### src/rtl/pwr_pulse_pkg.sv
package pwr_pulse_pkg;
  localparam int unsigned SYNC_STAGES = 2;

  typedef struct packed {
    logic ana;
    logic dac;
    logic dig;
  } pwr_dom_t;

  localparam int unsigned DOM_W = $bits(pwr_dom_t);
endpackage

### src/rtl/pwr_sync.sv
module pwr_sync #(
  parameter int unsigned W      = 3,
  parameter int unsigned STAGES = 2
) (
  input  logic         clk_i,
  input  logic         rst_ni,
  input  logic [W-1:0] d_i,
  output logic [W-1:0] q_o
);
  logic [W-1:0] stg_q [STAGES];

  for (genvar s = 0; s < STAGES; s++) begin : g_stg
    always_ff @(posedge clk_i or negedge rst_ni) begin
      if (!rst_ni)     stg_q[s] <= '0;
      else if (s == 0) stg_q[s] <= d_i;
      else             stg_q[s] <= stg_q[(s == 0) ? 0 : s-1];
    end
  end

  assign q_o = stg_q[STAGES-1];
endmodule

### src/rtl/pwr_wake_timer.sv
module pwr_wake_timer #(
  parameter int unsigned WAKE_CYC = 1000
) (
  input  logic clk_i,
  input  logic rst_ni,
  input  logic en_i,
  output logic rdy_o
);
  localparam int unsigned CW = $clog2(WAKE_CYC + 1);
  localparam logic [CW-1:0] LIMIT = CW'(WAKE_CYC);

  logic [CW-1:0] cnt_q;

  always_ff @(posedge clk_i or negedge rst_ni) begin
    if (!rst_ni)            cnt_q <= '0;
    else if (!en_i)         cnt_q <= '0;
    else if (cnt_q < LIMIT) cnt_q <= cnt_q + 1'b1;
  end

  assign rdy_o = en_i && (cnt_q == LIMIT);

  AST_RDY_AFTER_EN: assert property (@(posedge clk_i) disable iff (!rst_ni)
    $rose(rdy_o) |-> $past(en_i)) else $error("ready without prior enable");
  AST_RDY_HOLDS: assert property (@(posedge clk_i) disable iff (!rst_ni)
    rdy_o && en_i |=> rdy_o || !en_i) else $error("ready dropped while enabled");
endmodule

### src/rtl/pwr_clk_gate.sv
module pwr_clk_gate (
  input  logic clk_i,
  input  logic rst_ni,
  input  logic en_i,
  output logic clk_o
);
  logic gate_q;

  // Gate only moves on the falling edge: no partial high phase.
  always_ff @(negedge clk_i or negedge rst_ni) begin
    if (!rst_ni) gate_q <= 1'b0;
    else         gate_q <= en_i;
  end

  assign clk_o = clk_i & gate_q;

  always @(gate_q) begin
    if (rst_ni) AST_GATE_CLK_LOW: assert (!clk_i) else $error("gate moved while clock high");
  end
endmodule

### src/rtl/pwr_ro_token.sv
module pwr_ro_token (
  input  logic clk_i,
  input  logic rst_ni,
  input  logic dig_en_i,
  input  logic start_i,
  input  logic done_i,
  output logic busy_o,
  output logic end_o
);
  always_ff @(posedge clk_i or negedge rst_ni) begin
    if (!rst_ni) begin
      busy_o <= 1'b0;
      end_o  <= 1'b0;
    end else begin
      end_o <= 1'b0;
      if (!dig_en_i) begin
        busy_o <= 1'b0;
      end else if (busy_o) begin
        if (done_i) begin
          busy_o <= 1'b0;
          end_o  <= 1'b1;
        end
      end else if (start_i) begin
        busy_o <= 1'b1;
      end
    end
  end

  AST_END_ONE_CYCLE: assert property (@(posedge clk_i) disable iff (!rst_ni)
    end_o |=> !end_o) else $error("end token longer than one cycle");
  AST_END_FROM_BUSY: assert property (@(posedge clk_i) disable iff (!rst_ni)
    end_o |-> $past(busy_o) && !busy_o) else $error("end token without readout");
  AST_UNPOWERED_IDLE: assert property (@(posedge clk_i) disable iff (!rst_ni)
    !dig_en_i |=> !busy_o && !end_o) else $error("readout alive without power");
endmodule

### src/rtl/pwr_pulse_ctrl.sv
module pwr_pulse_ctrl
  import pwr_pulse_pkg::*;
#(
  parameter int unsigned ANA_WAKE_CYC = 1000,
  parameter int unsigned DAC_WAKE_CYC = 3125
) (
  input  logic clk_i,
  input  logic rst_ni,
  input  logic pwr_ana_i,
  input  logic pwr_dac_i,
  input  logic pwr_dig_i,
  input  logic ro_mode_i,
  input  logic start_ro_i,
  input  logic ro_done_i,
  output logic ana_en_o,
  output logic dac_en_o,
  output logic dig_en_o,
  output logic lvds_bias_en_o,
  output logic ana_rdy_o,
  output logic dac_rdy_o,
  output logic daq_clk_o,
  output logic ro_clk_o,
  output logic end_ro_o
);
  pwr_dom_t req_raw, req_s;
  logic     ro_busy;
  logic     daq_req;

  assign req_raw = '{ana: pwr_ana_i, dac: pwr_dac_i, dig: pwr_dig_i};

  pwr_sync #(.W(DOM_W), .STAGES(SYNC_STAGES)) u_sync (
    .clk_i (clk_i),
    .rst_ni(rst_ni),
    .d_i   (req_raw),
    .q_o   (req_s)
  );

  assign ana_en_o       = req_s.ana;
  assign dac_en_o       = req_s.dac;
  assign dig_en_o       = req_s.dig;
  assign lvds_bias_en_o = req_s.dig;

  pwr_wake_timer #(.WAKE_CYC(ANA_WAKE_CYC)) u_ana_wake (
    .clk_i (clk_i), .rst_ni(rst_ni), .en_i(req_s.ana), .rdy_o(ana_rdy_o)
  );

  pwr_wake_timer #(.WAKE_CYC(DAC_WAKE_CYC)) u_dac_wake (
    .clk_i (clk_i), .rst_ni(rst_ni), .en_i(req_s.dac), .rdy_o(dac_rdy_o)
  );

  assign daq_req = req_s.dig & ~ro_mode_i;

  pwr_clk_gate u_daq_gate (
    .clk_i(clk_i), .rst_ni(rst_ni), .en_i(daq_req), .clk_o(daq_clk_o)
  );

  pwr_ro_token u_ro (
    .clk_i   (clk_i),
    .rst_ni  (rst_ni),
    .dig_en_i(req_s.dig),
    .start_i (start_ro_i),
    .done_i  (ro_done_i),
    .busy_o  (ro_busy),
    .end_o   (end_ro_o)
  );

  pwr_clk_gate u_ro_gate (
    .clk_i(clk_i), .rst_ni(rst_ni), .en_i(ro_busy), .clk_o(ro_clk_o)
  );

  AST_ANA_RDY_EN: assert property (@(posedge clk_i) disable iff (!rst_ni)
    ana_rdy_o |-> ana_en_o) else $error("analog ready while off");
  AST_DAC_RDY_EN: assert property (@(posedge clk_i) disable iff (!rst_ni)
    dac_rdy_o |-> dac_en_o) else $error("dac ready while off");
  AST_EN_TRACKS_REQ: assert property (@(posedge clk_i) disable iff (!rst_ni)
    $rose(dig_en_o) |-> $past(pwr_dig_i)) else $error("digital enable without request");
endmodule

### config.mk
export PLATFORM = sky130hd
export DESIGN_NAME = pwr_pulse_ctrl
export DESIGN_NICKNAME = d
export VERILOG_FILES = /design/src/rtl/pwr_pulse_pkg.sv /design/src/rtl/pwr_sync.sv /design/src/rtl/pwr_wake_timer.sv /design/src/rtl/pwr_clk_gate.sv /design/src/rtl/pwr_ro_token.sv /design/src/rtl/pwr_pulse_ctrl.sv
export SDC_FILE = /design/constraint.sdc
export NUM_CORES = 1
export LEC_CHECK = 0
export CAP_MARGIN = 25
export CELL_PAD_IN_SITES_DETAIL_PLACEMENT = 1
export CELL_PAD_IN_SITES_GLOBAL_PLACEMENT = 1
export CORE_MARGIN = 3
export CORE_UTILIZATION = 47
export CTS_BUF_LIST = sky130_fd_sc_hd__clkbuf_16
export CTS_CLUSTER_DIAMETER = 50
export CTS_CLUSTER_SIZE = 12
export DETAILED_ROUTE_END_ITERATION = 6
export MAX_ROUTING_LAYER = met4
export PLACE_DENSITY_LB_ADDON = 0.1
export SETUP_SLACK_MARGIN = 0.1
export SYNTH_ARGS = -nofsm -noshare
export SYNTH_HDL_FRONTEND = slang
export SYNTH_HIERARCHICAL = 1
export SYNTH_SLANG_ARGS = --single-unit
### constraint.sdc
create_clock -name clk_i -period 4.1 [get_ports clk_i]
set_clock_uncertainty 0.05 [all_clocks]
set_input_delay 1.025 -clock clk_i [delete_from_list [all_inputs] [get_ports clk_i]]
set_output_delay 1.025 -clock clk_i [all_outputs]
set_load 0.005 [all_outputs]
==> metrics.md <==
| Metric | Value |
|---|---|
| Peak fanout along the critical path | 1 |
| Reg2reg start | u_sync/q_o[0]$_DFF_PN0_ |
| Initial antenna violation count | 0 |
| Cell-by-cell trace of the critical path | and2_4 > buf_6 |
| Static Leak | 0.8754 nW |
| Die Height | 66.26 um |
| Hold Crit Start | u_sync/stg_q[5]$_DFF_PN0_ |
| WP data arrival | 3.12 ns |
| Buffers on Ports | 16 |
| RSZ-0062 raised after global routing | true |
| Ys Warns | 6 |
| Element type at the critical path end | output port |
| Peak VDD IR | 0.2843 mV |
| 1st-iter DRT viols | 92 |
| Max_slew headroom | 0.5908 |
| Global routing's busiest layer | met2 |
| Syn Inst Count | about 170 |
| Hold buffers post-CTS | 0 |
| Final hold vios | 0 |
| Netlist Area Pre-Place | 1707 sq um |
| Routed wire length | roughly 4.7 mm |
| Core footprint | around 3400 sq um |
| Most used flip-flop cell after synthesis | dfrtp_1 |
| Setup Buffers After CTS | 0 |
| Gr ovfl total | 0 |
| Worst-margin pin slew | 0.6138 ns |
| I/O Pins | 17 |
| Full die area | 4390 sq um |
| Vias | between 1,000 and 1,500 |
| Initial core utilization | 0.4996 |
| Sequential fraction of the synthesis area | 0.4692 |
| Antenna viol nets, final | 0 |
| GRT Overall Usage | 0.2519 |
| DR pass1 iterations | 4 |
| Highest-delay cell along the critical path | dfrtn_1 |
| Hpwl dp | 2.988 mm |
| Max-Cap Viols | 0 |
| M1 GR Usage | 0.2939 |
| Vias in the first global route | 1,574 |
| Yosys cell types | 50 |
| Top cells by area, synth | dfrtp_1, nand3_1, ha_1 |
| GP Congestion | 0.8722 |
| # DRC | 0 |
| Via density | 6.203 |
| Yosys top cell area share | 0.4399 |
| Startpoint types | flop |
| Clock Latency Late Sink | 0.38 ns |
| Slew Viols, Final | 0 |
| Largest net degree at the start of global routing | 27 |
| Violated checks | setup timing |
| CP startpoint | u_daq_gate/gate_q$_DFF_NN0_ |
| Seq cells post-synth | 32 |
| Setup TNS | -0.1443 ns |
| Worst Path Class, Setup | reg -> out |
| Wire per inst | 20.16 um |
| Die width | 66.26 um |
| Final setup viols | 4 |
| Worst path required time | 3.02 ns |
| Global Route met2 Usage | 0.3779 |
| Pwr/cell area | 448.7 nW/um^2 |
| Syn Area/Cell | roughly 10 sq um |
| Hold Path Class | reg -> reg |
| Fillers | roughly 360 |
| First-pass GRT wire length | a little under 8 mm |
| Clock-pin slew on the worst setup and hold paths | ~0.05 ns |
| Final total power | 948.3 uW |
| CP max stage delay | just over 0.4 ns |
| Hold_ws | 0.3003 ns |
| Outcome | finished with violations |
| Share of layout cells above drive strength 1 | 0.1622 |
| Fin nets | 198 |
| CTS tree | built |
| Final Worst Setup Slack | -0.09494 ns |
| Met3 GRT Util | 0.06633 |
| Syn nets | 178 |
| Std-Cell Rows | 21 |
| Asr flop ratio synth | 1.000 |
| Pre-CTS setup slack | -0.008211 ns |
| Post-synth EDFFs | 0 |
| Cell taking the most area after synthesis | dfrtp_1 |
| ANT cells | 0 |
| Area grow syn2layout | 23.83% |
==> report_power, final <==
group / total (mW) / switching (mW) / internal [mW]
registers: 0.340 / 0.0138 / 0.326
clock network: 0.559 / 0.160 / 0.399
logic: 0.0489 / 0.0264 / 0.0226
==> stage by stage <==
step                utilization  instance area, sq um  instances
floorplan                     -                  1707        165
global placement         0.5484                  1873        220
detailed placement       0.5484                  1873        220
CTS                      0.6161                  2105        231
global route             0.6187                  2113        231
finish                   0.6187                  2113        231
==> logic make-up after synthesis <==
kind of cell / Yosys count / synth area share
multiplexers: 4 / 0.02346
AO/OA/AOI/OAI: 42 / 0.1730
flip-flops: 32 / 0.4692
XOR/XNOR: 1 / 0.005133
adder cells (fa/ha/maj): 5 / 0.03666
buffers and inverters: 17 / 0.05425
AND/OR/NAND/NOR: 64 / 0.2383
==> final cells by class <==
cell class                      count  area [sq um]  share of cell area
Clock inverter                      2         7.507            0.003552
Inverter                            9         33.78             0.01599
Tap cell                           46         57.56             0.02724
Multi-Input combinational cell    116         818.3              0.3872
Clock buffer                       11         247.7              0.1172
Timing Repair Buffer               15         147.6             0.06986
Sequential cell                    32         800.8              0.3789
==> critical path: cells and delay by family, from the launching register on <==
kind,cells,cell delay [ns]
flip-flops,1,0.41
AND/OR/NAND/NOR,1,0.15
buffers and inverters,1,0.09
==> cells in the final DEF (no fill, tap or decap), drive strengths merged, types with 2 or more instances in the layout <==
cell type / Yosys / layout
a211oi: 2 / 2
a21oi: 12 / 12
and2: 2 / 2
and3: 2 / 2
and4: 2 / 2
buf: 8 / 3
clkbuf: 0 / 9
clkdlybuf4s50: 0 / 14
clkinv: 1 / 3
dfrtn: 2 / 2
dfrtp: 30 / 30
ha: 5 / 5
inv: 8 / 8
mux2i: 4 / 4
nand2: 13 / 13
nand2b: 5 / 5
nand3: 13 / 13
nand4: 7 / 7
nor2: 2 / 2
nor2b: 2 / 2
nor3: 3 / 3
nor4: 4 / 4
o21a: 3 / 3
o21ai: 9 / 9
o21bai: 2 / 2
o311ai: 2 / 2
o31ai: 3 / 3
o41ai: 2 / 2
or3: 4 / 4
or4: 3 / 3
==> repair_timing <==
item	CTS	global route
gates resized for setup	10	2
setup endpoints to repair	4	4
cloned	0	0
==> synth_stat cells, types with 2 or more instances <==
cell type	count
a21oi_1	12
o31ai_1	3
nand2b_1	4
a211oi_2	2
buf_4	5
or3_2	3
buf_2	2
o21bai_1	2
dfrtp_1	30
mux2i_1	4
nand3_1	13
nor4_1	2
or4_1	2
nor3_1	3
inv_1	8
and4_1	2
dfrtn_1	2
nand2_1	12
nand4_1	6
and2_1	2
nor2_1	2
ha_1	5
o21ai_0	8
o41ai_1	2
o311ai_1	2
o21a_1	3
==> worst paths after layout <==
path,endpoint,slack (ns),cells past startpoint
setup / recovery,daq_clk_o,-0.09,2
hold / removal,u_sync/q_o[2]$_DFF_PN0_,0.30,0
min in group asynchronous,u_sync/stg_q[3]$_DFF_PN0_,0.89,1
max in group asynchronous,u_ro_gate/gate_q$_DFF_NN0_,0.91,1
setup reg to reg,u_daq_gate/gate_q$_DFF_NN0_,1.33,1
hold reg to reg,u_sync/q_o[2]$_DFF_PN0_,0.30,0
==> flip-flops by register name, indices dropped and copies added, names as in the netlist <==
| register | count |
|---|---|
| u_dac_wake/cnt_q | 12 |
| u_ro/end_o | 1 |
| u_ro_gate/gate_q | 1 |
| u_daq_gate/gate_q | 1 |
| u_ana_wake/cnt_q | 10 |
| u_sync/stg_q | 3 |
| u_sync/q_o | 3 |
| u_ro/busy_o | 1 |
==> per-layer routing <==
layer | routed length, um | up-vias
met5 | 0 | -
met4 | 174 | 0
met3 | 188 | 19
met2 | 2238 | 41
met1 | 2056 | 724
li1 | - | 649
(Power assumes the default switching activity.)
